[config.mk]
export PLATFORM = sky130hd
export DESIGN_NAME = xrq_flow_gate
export DESIGN_NICKNAME = d
export VERILOG_FILES = /design/src/rtl/xrq_pkg.sv /design/src/rtl/xrq_sync.sv /design/src/rtl/xrq_quota.sv /design/src/rtl/xrq_flow_gate.sv
export SDC_FILE = /design/constraint.sdc
export NUM_CORES = 1
export LEC_CHECK = 0
export ABC_AREA = 0
export BUFFER_PORTS_ARGS = -buffer_cell sky130_fd_sc_hd__clkbuf_2
export CAP_MARGIN = 10
export CORE_AREA = 2 2 64 66
export CTS_CLUSTER_DIAMETER = 120
export CTS_CLUSTER_SIZE = 40
export DETAILED_ROUTE_END_ITERATION = 8
export DIE_AREA = 0 0 66 68
export PLACE_DENSITY_LB_ADDON = 0.1
export SLEW_MARGIN = 10
export SYNTH_ARGS = -nofsm -noshare
export SYNTH_HDL_FRONTEND = slang
export SYNTH_SLANG_ARGS = --single-unit
[constraint.sdc]
create_clock -name clk -period 4.9 [get_ports clk]
set_clock_uncertainty 0.2 [all_clocks]
set_input_delay 0.245 -clock clk [delete_from_list [all_inputs] [get_ports clk]]
set_output_delay 0.245 -clock clk [all_outputs]
set_load 0.01 [all_outputs]
[src/rtl/xrq_pkg.sv]
package xrq_pkg;
  typedef enum logic [1:0] {
    ST_IDLE  = 2'd0,
    ST_ARMED = 2'd1,
    ST_RUN   = 2'd2,
    ST_HOLD  = 2'd3
  } xrq_state_e;
endpackage

[src/rtl/xrq_sync.sv]
module xrq_sync #(
  parameter int STAGES = 2
) (
  input  logic clk,
  input  logic rst_n,
  input  logic pin_n,
  output logic level_n,
  output logic fall
);
  logic [STAGES-1:0] chain_q;
  logic              prev_q;

  generate
    if (STAGES == 1) begin : g_one
      always_ff @(posedge clk or negedge rst_n) begin
        if (!rst_n) chain_q <= '1;
        else        chain_q <= pin_n;
      end
    end else begin : g_many
      always_ff @(posedge clk or negedge rst_n) begin
        if (!rst_n) chain_q <= '1;
        else        chain_q <= {chain_q[STAGES-2:0], pin_n};
      end
    end
  endgenerate

  always_ff @(posedge clk or negedge rst_n) begin
    if (!rst_n) prev_q <= 1'b1;
    else        prev_q <= chain_q[STAGES-1];
  end

  assign level_n = chain_q[STAGES-1];
  assign fall    = prev_q & ~chain_q[STAGES-1];
endmodule

[src/rtl/xrq_quota.sv]
module xrq_quota #(
  parameter int MAX_LOG2 = 10,
  parameter int CODE_W   = 4,
  localparam int CNT_W   = MAX_LOG2 + 1
) (
  input  logic              clk,
  input  logic              rst_n,
  input  logic [CODE_W-1:0] code,
  input  logic              load,
  input  logic              dec,
  output logic              last
);
  localparam logic [CNT_W-1:0] ONE = {{(CNT_W-1){1'b0}}, 1'b1};

  logic [CNT_W-1:0] quota;
  logic [CNT_W-1:0] cnt_q, cnt_d;
  logic             cnt_en;

  always_comb begin
    if (int'(code) > MAX_LOG2) quota = ONE << MAX_LOG2;
    else                       quota = ONE << code;
  end

  always_comb begin
    cnt_en = load | dec;
    cnt_d  = cnt_q;
    if (load)                   cnt_d = quota;
    else if (dec && cnt_q != 0) cnt_d = cnt_q - ONE;
  end

  always_ff @(posedge clk or negedge rst_n) begin
    if (!rst_n)      cnt_q <= '0;
    else if (cnt_en) cnt_q <= cnt_d;
  end

  assign last = (cnt_q == ONE);
endmodule

[src/rtl/xrq_flow_gate.sv]
module xrq_flow_gate #(
  parameter int MAX_LOG2    = 10,
  parameter int CODE_W      = 4,
  parameter int SYNC_STAGES = 2
) (
  input  logic              clk,
  input  logic              rst_n,
  input  logic              cfg_go,
  input  logic              cfg_xstart_en,
  input  logic              cfg_xpause_en,
  input  logic [CODE_W-1:0] cfg_quota_code,
  input  logic              halt,
  input  logic              dreq_n,
  input  logic              xstart_n,
  input  logic              byte_stb,
  output logic              run_ok,
  output logic              paused
);
  import xrq_pkg::*;

  xrq_state_e st_q, st_d;
  logic       go_q;
  logic       go_rise;
  logic       pause_on;
  logic       req_fall;
  logic       req_level_n;
  logic       strt_level_n;
  logic       strt_fall;
  logic       cnt_load;
  logic       cnt_dec;
  logic       cnt_last;

  xrq_sync #(.STAGES(SYNC_STAGES)) u_req_sync (
    .clk     (clk),
    .rst_n   (rst_n),
    .pin_n   (dreq_n),
    .level_n (req_level_n),
    .fall    (req_fall)
  );

  xrq_sync #(.STAGES(SYNC_STAGES)) u_strt_sync (
    .clk     (clk),
    .rst_n   (rst_n),
    .pin_n   (xstart_n),
    .level_n (strt_level_n),
    .fall    (strt_fall)
  );

  xrq_quota #(.MAX_LOG2(MAX_LOG2), .CODE_W(CODE_W)) u_quota (
    .clk   (clk),
    .rst_n (rst_n),
    .code  (cfg_quota_code),
    .load  (cnt_load),
    .dec   (cnt_dec),
    .last  (cnt_last)
  );

  assign go_rise  = cfg_go & ~go_q;
  assign pause_on = cfg_xpause_en & (cfg_quota_code != '0);
  assign cnt_dec  = byte_stb & (st_q == ST_RUN);

  always_comb begin
    st_d     = st_q;
    cnt_load = 1'b0;
    if (halt) begin
      st_d = ST_IDLE;
    end else begin
      case (st_q)
        ST_IDLE: begin
          if (go_rise) begin
            if (cfg_xstart_en) begin
              st_d = ST_ARMED;
            end else begin
              st_d     = ST_RUN;
              cnt_load = 1'b1;
            end
          end
        end
        ST_ARMED: begin
          if (!strt_level_n) begin
            st_d     = ST_RUN;
            cnt_load = 1'b1;
          end
        end
        ST_RUN: begin
          if (pause_on && byte_stb && cnt_last) st_d = ST_HOLD;
        end
        ST_HOLD: begin
          if (req_fall) begin
            st_d     = ST_RUN;
            cnt_load = 1'b1;
          end
        end
        default: st_d = ST_IDLE;
      endcase
    end
  end

  always_ff @(posedge clk or negedge rst_n) begin
    if (!rst_n) begin
      st_q <= ST_IDLE;
      go_q <= 1'b0;
    end else begin
      st_q <= st_d;
      go_q <= cfg_go;
    end
  end

  assign run_ok = (st_q == ST_RUN);
  assign paused = (st_q == ST_HOLD);
endmodule

* After elaboration in Yosys (flattened, before gate mapping)
Index checks and enable logic that the tools add are counted.
** Operators by class
- $add $sub $neg :: 1
- Magnitude comparators :: 1
- Eq/ne operators :: 8
- Shift operators :: 1
- Mux-type cells :: 16
- Bitwise gates (word level) :: 7
- Reduce and logical (&&, ||, !) cells :: 9
** Operator list (count)
- $mux 11 :: 3
- $mux 2 :: 6
- $eq 11x1->1 const B :: 1
- $reduce_bool 11->1 :: 1
- $shl 1x4->11 const A :: 1
- $sub 11x1->11 const B :: 1
- $pmux 2 s4 :: 1
- $ne 3x2->1 const B :: 2
- $ne 3x3->1 const B :: 2
- $mux 1 :: 5
- $and 1x1->1 :: 4
- $eq 2x2->1 const B :: 2
- $gt 4x4->1 const B :: 1
- $reduce_and 4->1 :: 1
- $reduce_bool 4->1 :: 1
- $logic_and 1x1->1 :: 3
- $pmux 1 s3 :: 1
- $eq 2x1->1 const B :: 1
- $logic_not 2->1 :: 1
- $not 1->1 :: 2
- $reduce_and 2->1 :: 1
- $reduce_bool 2->1 :: 1
- $or 1x1->1 :: 1
** Word-level totals
- Flip-flop bits (word level) :: 19
- Bits of input ports :: 13
- Output and inout bits :: 2
- Logic and storage cells :: 49

* Depth between registers and ports, before layout
Gate-level depths: netlist of run 1.
- Depth in word-level cells :: 7
- Depth in mapped cells :: 6
- Gate-level depth less buffers :: 6

* Modules after synthesis
Synthesis of run 1 repeated with hierarchy kept, for this count alone.
** Second synthesis, totals
- Cells, all modules :: 126
- Area, all modules :: 1234.9 um^2
** By module, submodules not included
- xrq_quota :: instances 1, cells each 96, area each 858.3 um^2
- xrq_flow_gate :: instances 1, cells each 22, area each 191.4 um^2
- xrq_sync :: instances 2, cells each 4, area each 92.6 um^2

* Least setup slack after synthesis of run 1
OpenSTA, ideal clock, no wires.
- Kind :: register to register
- Start point :: register u_quota.cnt_q[9]
- End point :: register u_quota.cnt_q[1]
- Library setup time :: 83 ps
- Arrival :: 1811 ps
- Required time :: 4617 ps
- Setup slack :: 2807 ps
- Cell stages (with the launch flop) :: 5
- Buffers on the path :: 0
- Cells stage by stage :: dfrtp_1 or4_1 o41ai_2 mux2_2 o21ai_0
** Between the ends
- Longest elaborated chain between the ends :: 4
** Ends and longest elaborated chain
- start, declared :: line xrq_quota.sv:16 : logic [CNT_W-1:0] cnt_q, cnt_d;
- start signal, assigned :: line xrq_quota.sv:33 : else if (cnt_en) cnt_q <= cnt_d;
- $reduce_bool 11->1 :: line xrq_quota.sv:28 : else if (dec && cnt_q != 0) cnt_d = cnt_q - ONE;
- $logic_and 1x1->1 :: line xrq_quota.sv:28
- $reduce_bool 2->1 (no line)
- $reduce_and 2->1 (no line)
Every way passes these cells.
A chain may end at the register's enable or synchronous reset.

* Final worst setup path of run 1
- Start point :: input cfg_go
- End point :: register u_quota.cnt_q[8]
** Between the ends
- Longest elaborated chain between the ends :: 6
** Ends and longest elaborated chain
- start, declared :: line xrq_flow_gate.sv:8 : input logic cfg_go,
- $and 1x1->1 * :: line xrq_flow_gate.sv:58 : assign go_rise = cfg_go & ~go_q;
- $mux 1 * :: line xrq_flow_gate.sv:70 : if (go_rise) begin
- $pmux 1 s3 * :: line xrq_flow_gate.sv:68 : case (st_q)
- $mux 1 * :: line xrq_flow_gate.sv:65 : if (halt) begin
- $reduce_bool 2->1 (no line) / $or 1x1->1 (equally long branches)
- $reduce_and 2->1 (no line)
Every way passes the cells marked *; elsewhere a longest branch is shown, timed or not.

==> results of run 1 <==
-- kinds of logic (layout without fill, tap and decap cells) --
logic type               count (synthesis)  after routing  synth area share [%]
flip-flops                              19             19                 43.26
AND/OR/NAND/NOR                         44             44                 24.16
XOR/XNOR                                 1              1                0.7867
AO/OA/AOI/OAI                           34             34                 22.02
buffers and inverters                   10             29                 4.719
multiplexers                             3              3                 2.809
adder cells (fa/ha/maj)                  2              2                 2.247
-- power breakdown --
| group | switching [W] | total, W | internal (W) |
|---|---|---|---|
| Combinational | 0.0000926 | 0.000162 | 0.0000697 |
| Sequential | 0.0000486 | 0.000248 | 0.000199 |
| Clock | 0.0000563 | 0.000114 | 0.0000574 |
-- stage by stage --
| step | setup WS [ns] | std cells | utilization (%) | area [µm²] |
|---|---|---|---|---|
| after floorplan | 2.807 | 113 | - | 1114 |
| final | 2.601 | 182 | 33.94 | 1309 |
| after global routing | 2.464 | 182 | 33.94 | 1309 |
| after detailed placement | 2.642 | 174 | 31.64 | 1220 |
| after CTS | 2.597 | 182 | 33.94 | 1309 |
| after global placement | 2.642 | 174 | 31.64 | 1220 |
-- metal layers --
metal	vias to the layer above	wire [µm]	share of wire, %	GRT usage (%)
met5	-	0	0	0
met4	0	53	2.1	6.378
met3	5	143	5.6	2.138
met2	30	1132	45	19.44
met1	427	1209	48	17.60
li1	472	-	-	-
-- cell type report --
cell class              instances  share of cell area [%]
well taps                      50                   4.780
flip-flops and latches         19                   36.81
clock inverters                 1                  0.5736
repair buffers                 18                   8.413
multi-input cells              84                   44.26
inverters                       7                   2.008
clock buffers                   3                   3.155
-- cells in the final DEF (no fill, tap or decap), types with 2 or more instances in the layout --
master         count
nand2_1            8
ha_1               2
nor2_1             7
nor4_1             2
a211o_1            2
nand4b_1           4
nand3_1            4
a311o_1            2
clkbuf_8           3
a21oi_1            7
nor3_1             3
nor2b_1            2
o21ai_0            6
or4_1              3
mux2i_1            2
inv_1              7
dfstp_2            5
dlygate4sd3_1      4
dfrtp_1           14
a31oi_1            9
clkbuf_2          14
-- registers in the layout (all words and copies together) (netlist names) --
register and flops:
go_q 1, st_q 2, u_quota.cnt_q 11, u_req_sync.chain_q 2, u_req_sync.prev_q 1, u_strt_sync.chain_q 2
-- path summary, 6_finish.rpt --
kind / startpoint / endpoint / slack, ns
setup / recovery: cfg_go / u_quota.cnt_q[8] / 2.60
max in group asynchronous: rst_n / u_req_sync.chain_q[1] / 3.88
hold / removal: halt / st_q[1] / 0.02
setup reg to reg: st_q[0] / u_quota.cnt_q[8] / 2.64
hold reg to reg: u_strt_sync.chain_q[0] / u_strt_sync.chain_q[1] / 0.16
min in group asynchronous: rst_n / st_q[1] / 0.27
-- repair_timing --
action	in CTS	in global routing
hold endpoints to repair	17	0
hold buffers	4	0
buffers inserted	0	0
==> flow_summary.json, run 1 <==
{
  "start_kind": "primary input",
  "holdWs_ns": 0.02415,
  "crit_fanout": 13,
  "antenna_found_initial": 0,
  "synth.most_common_cell": "dfrtp_1",
  "grt_overflow": 0,
  "row_count": 23,
  "post-route-period-util_pct": 46.92,
  "htreeDepth": 1,
  "status": "finished clean",
  "ys.flop_type": "dfrtp_1",
  "setup_viol": 0,
  "cts.sinks": 19,
  "multi_input_area_um2": 579.3,
  "worstSkewPairLatency_ns": 0.26,
  "synth_commonest_cells": "dfrtp_1 (14), a31oi_1 (9), nand2_1 (8)",
  "drt_wl_total_mm": 2.538,
  "cts_root_buf": "clkbuf_8",
  "cp_top_family": "compound AO/OA/AOI/OAI gates",
  "crit_path_frequent_cell": "a31oi_1",
  "slowest_stage": "a311o_1",
  "path_clk_slew_ns": 0.08,
  "grt_pass1_vias": 903,
  "num_io_pins": 15,
  "ys_top_cells_by_area": "dfrtp_1 (31%), dfstp_2 (12%), a31oi_1 (5.1%)",
  "netlist.top_cell.by_area": "dfrtp_1",
  "syn_nets": 128,
  "cp_slowest_stage_delay_ns": 0.55,
  "first_pass_iters": 4,
  "fin_crit_ns": 2.299,
  "cp_num_cells": 6,
  "coreArea_mm2": 0.003856,
  "yosysSeqAreaShare_pct": 43.26,
  "drv_cap": 0,
  "fin_total_pwr_w": 0.0005237,
  "syn_inst": 113,
  "synth_cell_types": 41,
  "synth_enable_flop_cells": 0,
  "finalNetCount": 148,
  "syn_to_final_growth_pct": 17.53,
  "grt_max_degree": 20,
  "worst_ep_arrival_time_ns": 2.21,
  "n_antenna_cell": 0,
  "wl_per_cell_um": 13.95,
  "seq_area_um2": 481.7,
  "vias": 934,
  "place_hpwl_mm": 1.882,
  "hp-class": "in2reg",
  "ir_drop_uv": 188.0,
  "ys_ff_latch": 19,
  "nFillCells": 423,
  "grt_setup_unrepaired": "false",
  "antenna_left": 0,
  "finalMaxSlewViolations": 0,
  "required_ns": 4.81,
  "layout-drive-gt1-share_pct": 21.97,
  "cts_buffers": 3,
  "synthArstFlopShare_pct": 100.0,
  "crit_chain": "dlygate4sd3_1 > clkbuf_2 > or4b_4 > a311o_1 > a31oi_1 > a31oi_1",
  "drc": 0,
  "hold_viol": 0,
  "io_buffer_count": 14,
  "crit_path_end_kind": "flip-flop",
  "viasPerCell": 5.132,
  "synthesis.area_mm2": 0.001114,
  "worstSetupPathType": "in2reg",
  "cp_num_buf_inv": 2,
  "dieArea_mm2": 0.004488,
  "yosysTopAreaCellShare_pct": 31.46,
  "reg2regPathDepth": 4,
  "grt_usage_pct": 12.78,
  "hold_depth": 2,
  "ctsResizeCount": 0,
  "power_leakage_nw": 0.5289,
  "cts_tree": "built",
  "gp_congestion": 0.7788,
  "die_w_um": 66,
  "tightest_slew_ns": 0.6723,
  "fin_setup_tns_ns": 0,
  "clockBufferDepth": 2,
  "grt_pass1_wl_mm": 4.236,
  "drt_iter0_markers": 34,
  "p_per_area_mw_per_mm2": 400.2,
  "start_util_pct": 28.88,
  "die_h_um": 68,
  "max_freq_mhz": 434.9,
  "yosysWarnings": 0,
  "max-slew-margin-rel_pct": 54.77,
  "syn_area_per_cell_um2": 9.855
}
Note: power is estimated with default switching activity, not from simulation.
==> inputs of run 2 (changes only) <==
==> constraint.sdc (replaced) <==
create_clock -name clk -period 1.89 [get_ports clk]
set_clock_uncertainty 0.2 [all_clocks]
set_input_delay 0.0945 -clock clk [delete_from_list [all_inputs] [get_ports clk]]
set_output_delay 0.0945 -clock clk [all_outputs]
set_load 0.01 [all_outputs]
==> run 2 against run 1 <==
Net effect:
- the flow now finishes with violations (negative hold slack, negative setup slack)
- worst hold slack got worse by 0.052 ns
- flip-flop and latch count did not move
- sequential share of layout area fell by 8.0 points
- combinational power rose to 4.9 times the previous value
- design area rose by 28%
- sequential power rose by 140%
- die area did not move
- register-to-register slack got worse by 2.7 ns
- utilization rose by 9.4 points
- critical endpoint is now u_quota.cnt_q[1]
- largest cell class unchanged
- highest routed layer unchanged
==> flow_summary.json, run 2 (same netlist as run 1, synthesis figures left out) <==
{
  "fin_util_pct": 43.32,
  "num_io_pins": 15,
  "largest-register": "u_quota.cnt_q",
  "hold_viol": 1,
  "grt_pass1_vias": 1149,
  "grt_overflow": 0,
  "finalMaxSlewViolations": 0,
  "gp_congestion": 0.8097,
  "wl_per_cell_um": 14.11,
  "seq_area_um2": 481.7,
  "dieArea_mm2": 0.004488,
  "crit_fanout": 4,
  "hp-class": "in2reg",
  "finalNetCount": 186,
  "cts_tree": "built",
  "power_leakage_nw": 0.7311,
  "drt_wl_total_mm": 3.105,
  "start_kind": "flip-flop",
  "start_util_pct": 28.88,
  "final_cell_mix": "buf_4 (29), dfrtp_1 (14), clkbuf_2 (14)",
  "fin_area_mm2": 0.001670,
  "viasPerCell": 5.105,
  "p_comb_share_pct": 47.4,
  "first_pass_iters": 4,
  "drt_iter0_markers": 21,
  "grt_max_degree": 20,
  "required_ns": 1.88,
  "htreeDepth": 1,
  "worstSkewPairLatency_ns": 0.26,
  "p_per_area_mw_per_mm2": 1008,
  "p_clk_share_pct": 17.4,
  "crit_path_end_kind": "flip-flop",
  "path_clk_slew_ns": 0.07,
  "place_ws_ns": -0.1214,
  "switchingPower_w": 0.0006084,
  "grt_setup_unrepaired": "true",
  "die_h_um": 68,
  "setup_ws_ns": -0.08512,
  "antenna_left": 0,
  "io_buffer_count": 14,
  "p_seq_share_pct": 35.2,
  "cts_buffers": 3,
  "cts_root_buf": "clkbuf_8",
  "n_antenna_cell": 0,
  "post-route-period-util_pct": 104.5,
  "grt_usage_pct": 16.14,
  "syn_to_final_growth_pct": 50.00,
  "ir_drop_uv": 294.4,
  "place_hpwl_mm": 2.264,
  "max_freq_mhz": 506.3,
  "die_w_um": 66,
  "violations": "negative hold slack, negative setup slack",
  "switching_share_pct": 36.15,
  "clockBufferDepth": 2,
  "multi_input_area_um2": 641.9,
  "max-slew-margin-rel_pct": 64.58,
  "status": "finished, violations left",
  "layout-drive-gt1-share_pct": 41.18,
  "drc": 0,
  "holdBufCountCts": 9,
  "vias": 1123,
  "setup_viol": 10,
  "placed_cells": 203,
  "fin_total_pwr_w": 0.001683,
  "nFillCells": 400,
  "coreArea_mm2": 0.003856,
  "p_int_w": 0.001075,
  "row_count": 23,
  "regToRegSetupSlack_ns": -0.09,
  "fin_cells": 220,
  "drv_cap": 0,
  "fin_crit_ns": 1.975,
  "worst_ep_arrival_time_ns": 1.97,
  "placed_area_mm2": 0.001459,
  "largest_reg_flops": 11,
  "final_common_cell": "buf_4",
  "holdWs_ns": -0.02752,
  "grt_pass1_wl_mm": 5.375,
  "antenna_found_initial": 0,
  "cts.sinks": 19,
  "worstSetupPathType": "reg2reg",
  "tightest_slew_ns": 0.5313
}
-- run 2: what timing repair did --
item	in CTS	in global routing
setup buffers	1	2
resized for setup	13	1
gates cloned	1	0
pin swaps	3	0
endpoints found under the setup margin	12	11
hold endpoints to repair	28	1
-- run 2: power groups by stage --
stage	combinational, W	sequential [W]	clock [W]
after floorplan	0.000349	0.000613	0
after global placement	0.000745	0.000593	0
after detailed placement	0.000736	0.000595	0
after CTS	0.000787	0.000591	0.000303
after global routing	0.000877	0.000604	0.000319
final	0.000798	0.000592	0.000294
-- run 2: layout make-up --
cell class              instances  share of cell area (%)
inverters                       7                   1.573
clock inverters                 1                  0.2996
clock buffers                   3                   2.472
multi-input cells              85                   38.43
repair buffers                 55                   24.64
well taps                      50                   3.745
flip-flops and latches         19                   28.84
-- run 2: final timing paths --
kind,end,start,depth (start not counted)
setup / recovery,u_quota.cnt_q[1],u_quota.cnt_q[8],4
setup reg to reg,u_quota.cnt_q[1],u_quota.cnt_q[8],4
max in group asynchronous,u_req_sync.chain_q[0],rst_n,2
hold reg to reg,u_req_sync.chain_q[1],u_req_sync.chain_q[0],0
hold / removal,st_q[1],cfg_xstart_en,3
min in group asynchronous,u_quota.cnt_q[0],rst_n,2
-- run 2: critical path: stages (launching register included) --
cell and delay [ns]:
dfrtp_1 0.38, or4_4 0.58, o41ai_4 0.29, mux2_4 0.34
o21ai_2 0.11
-- run 2: per-layer routing --
metal / track usage, % / vias to the layer above / share of wire (%)
met5: 0 / - / 0
met4: 8.673 / 0 / 3.1
met3: 1.974 / 9 / 2.6
met2: 27.02 / 19 / 45
met1: 20.45 / 535 / 49
li1: - / 560 / -
-- run 2: through the flow --
stage | hold WS (ns) | TNS [ns]
after detailed placement | -0.1080 | -0.7619
after global routing | -0.007902 | -1.202
after CTS | -0.02530 | -0.4924
after floorplan | -0.4011 | -0.1746
after global placement | -0.1060 | -0.6216
final | -0.02752 | -0.3992
==> inputs of run 3 (changes only) <==
--- a/config.mk
+++ b/config.mk
@@ -13,7 +13,7 @@
 export CTS_CLUSTER_SIZE = 40
 export DETAILED_ROUTE_END_ITERATION = 8
 export DIE_AREA = 0 0 66 68
-export PLACE_DENSITY_LB_ADDON = 0.1
+export PLACE_DENSITY = 0.58
 export SLEW_MARGIN = 10
 export SYNTH_ARGS = -nofsm -noshare
 export SYNTH_HDL_FRONTEND = slang
==> run 3 against run 2 <==
Net effect:
- the flow still finishes with violations (negative hold slack, negative setup slack)
- clock power about the same
- first-iteration DRC count grew to 2.5 times the previous value
- die area unchanged
- maximum frequency decreased by 1.2%
- combinational power up 2.9%
- sequential power grew 3%
- count of clock-buffer cells in the layout unchanged
- critical path depth is the same
- worst hold slack better by 0.012 ns
- global-route usage increased by 1.1 points
- total power rose by 2.6%
- register-to-register slack worse by 0.02 ns
- critical path type unchanged
- largest cell class unchanged
==> flow_summary.json, run 3 (same netlist as run 1, synthesis figures left out) <==
{
  "start_util_pct": 28.88,
  "worst_ep_arrival_time_ns": 1.99,
  "grt_pass1_vias": 1271,
  "min_to": "st_q[1]",
  "fin_total_pwr_w": 0.001726,
  "finalNetCount": 186,
  "r2r-start": "u_quota.cnt_q[8]",
  "viasPerCell": 5.323,
  "die_h_um": 68,
  "reg2regPathDepth": 4,
  "grt_setup_unrepaired": "true",
  "post-route-period-util_pct": 105.7,
  "holdBufCountCts": 9,
  "crit_fanout": 4,
  "cts.sinks": 19,
  "p_int_w": 0.001084,
  "worstSetupPathType": "reg2reg",
  "grt_max_degree": 20,
  "max-slew-margin-rel_pct": 68.25,
  "holdWs_ns": -0.01591,
  "p_clk_share_pct": 17.2,
  "coreArea_mm2": 0.003856,
  "max_freq_mhz": 500.4,
  "drt_iter0_markers": 53,
  "layout-drive-gt1-share_pct": 44.12,
  "row_count": 23,
  "p_per_area_mw_per_mm2": 1016,
  "drv_cap": 0,
  "ir_drop_uv": 545.3,
  "clockBufferDepth": 2,
  "drc": 0,
  "cp_top_family": "simple AND/OR/NAND/NOR gates",
  "largest-register": "u_quota.cnt_q",
  "die_w_um": 66,
  "cts_buffers": 3,
  "n_antenna_cell": 0,
  "worstSkewPairLatency_ns": 0.26,
  "path_clk_slew_ns": 0.08,
  "antenna_left": 0,
  "htreeDepth": 1,
  "p_seq_share_pct": 35.2,
  "vias": 1171,
  "num_io_pins": 15,
  "hold_viol": 1,
  "final_cell_mix": "buf_4 (29), dfrtp_1 (14), clkbuf_2 (14)",
  "place_ws_ns": -0.1286,
  "placed_cells": 202,
  "p_comb_share_pct": 47.6,
  "cp_slowest_stage_delay_ns": 0.58,
  "hp-class": "in2reg",
  "status": "finished, violations left",
  "slowest_stage": "or4_4",
  "crit_chain": "or4_4 > o41ai_4 > mux2_4 > o21ai_2",
  "drt_wl_total_mm": 3.307,
  "cts_tree": "built",
  "fin_cells": 220,
  "crit_path_end_kind": "flip-flop",
  "switching_share_pct": 37.20,
  "largest_reg_flops": 11,
  "cp_num_buf_inv": 0,
  "hp-start": "cfg_xstart_en",
  "violations": "negative hold slack, negative setup slack",
  "hold_depth": 3,
  "tightest_slew_ns": 0.4763,
  "wl_per_cell_um": 15.03,
  "place_hpwl_mm": 2.259,
  "power_leakage_nw": 0.7360,
  "start_kind": "flip-flop",
  "grt_usage_pct": 17.28,
  "final_common_cell": "buf_4",
  "r2r-end": "u_quota.cnt_q[1]",
  "setup_viol": 12,
  "io_buffer_count": 14,
  "dieArea_mm2": 0.004488,
  "finalMaxSlewViolations": 0,
  "gp_congestion": 0.8570,
  "first_pass_iters": 4,
  "syn_to_final_growth_pct": 52.58,
  "antenna_found_initial": 0,
  "setup_ws_ns": -0.1084,
  "cts_root_buf": "clkbuf_8",
  "grt_pass1_wl_mm": 5.885,
  "required_ns": 1.88,
  "regToRegSetupSlack_ns": -0.11,
  "fin_crit_ns": 1.998,
  "grt_overflow": 0,
  "switchingPower_w": 0.0006421
}
-- run 3: worst reg2reg max path: cells and delay by family (launching register included) --
family          cells  cell delay, ns
flops               1            0.41
simple gates        1            0.58
mux                 1            0.34
compound gates      2            0.40
-- run 3: what timing repair did --
item / CTS / global route
buffers inserted: 2 / 1
gates resized for setup: 15 / 6
hold endpoints to repair: 28 / 1
pin swaps: 4 / 3
endpoints found under the setup margin: 11 / 12
gates cloned: 2 / 0
-- run 3: power by group through the flow --
stage	Clock, W	Combinational, W	Sequential [W]
4_1_cts	0.000307	0.000784	0.000600
6_report	0.000297	0.000821	0.000607
3_3_place_gp	0	0.000703	0.000595
3_5_place_dp	0	0.000722	0.000602
5_1_grt	0.000329	0.000908	0.000617
2_1_floorplan	0	0.000349	0.000613
-- run 3: cell type report --
class	count	area (µm²)
clock buffer	3	41.29
fill	377	2157
timing repair buffer	55	411.6
inverter	7	26.28
clock inverter	1	7.507
sequential	19	481.7
multi-input combinational	85	668.1
tap	50	62.56
-- run 3: worst max-delay path by stage --
stage	start	endpoint	slack (ns)	depth (start not counted)
floorplan	st_q[0]	u_quota.cnt_q[7]	-0.06	6
global placement	st_q[0]	u_quota.cnt_q[5]	-0.10	4
detailed placement	go_q	u_quota.cnt_q[8]	-0.13	4
CTS	u_quota.cnt_q[8]	u_quota.cnt_q[1]	-0.07	4
global route	go_q	u_quota.cnt_q[8]	-0.16	4
finish	u_quota.cnt_q[8]	u_quota.cnt_q[1]	-0.11	4
-- run 3: metal layers --
layer	routed length, µm	up-vias	share of wire (%)	global-route usage [%]
met1	1412	554	43	20.28
met2	1640	54	50	30.81
met4	116	0	3.5	9.184
li1	-	552	-	-
met3	136	11	4.1	2.303
met5	0	-	0	0
-- run 3: metrics by stage --
stage | util [%] | area (µm²) | TNS, ns | hold slack (ns)
floorplan | - | 1136 | -0.1746 | -0.4011
finish | 44.06 | 1699 | -0.5792 | -0.01591
global route | 44.06 | 1699 | -1.158 | -0.01279
CTS | 43.12 | 1663 | -0.4246 | -0.02334
global placement | 37.64 | 1451 | -0.5793 | -0.1323
detailed placement | 37.64 | 1451 | -0.7884 | -0.1261
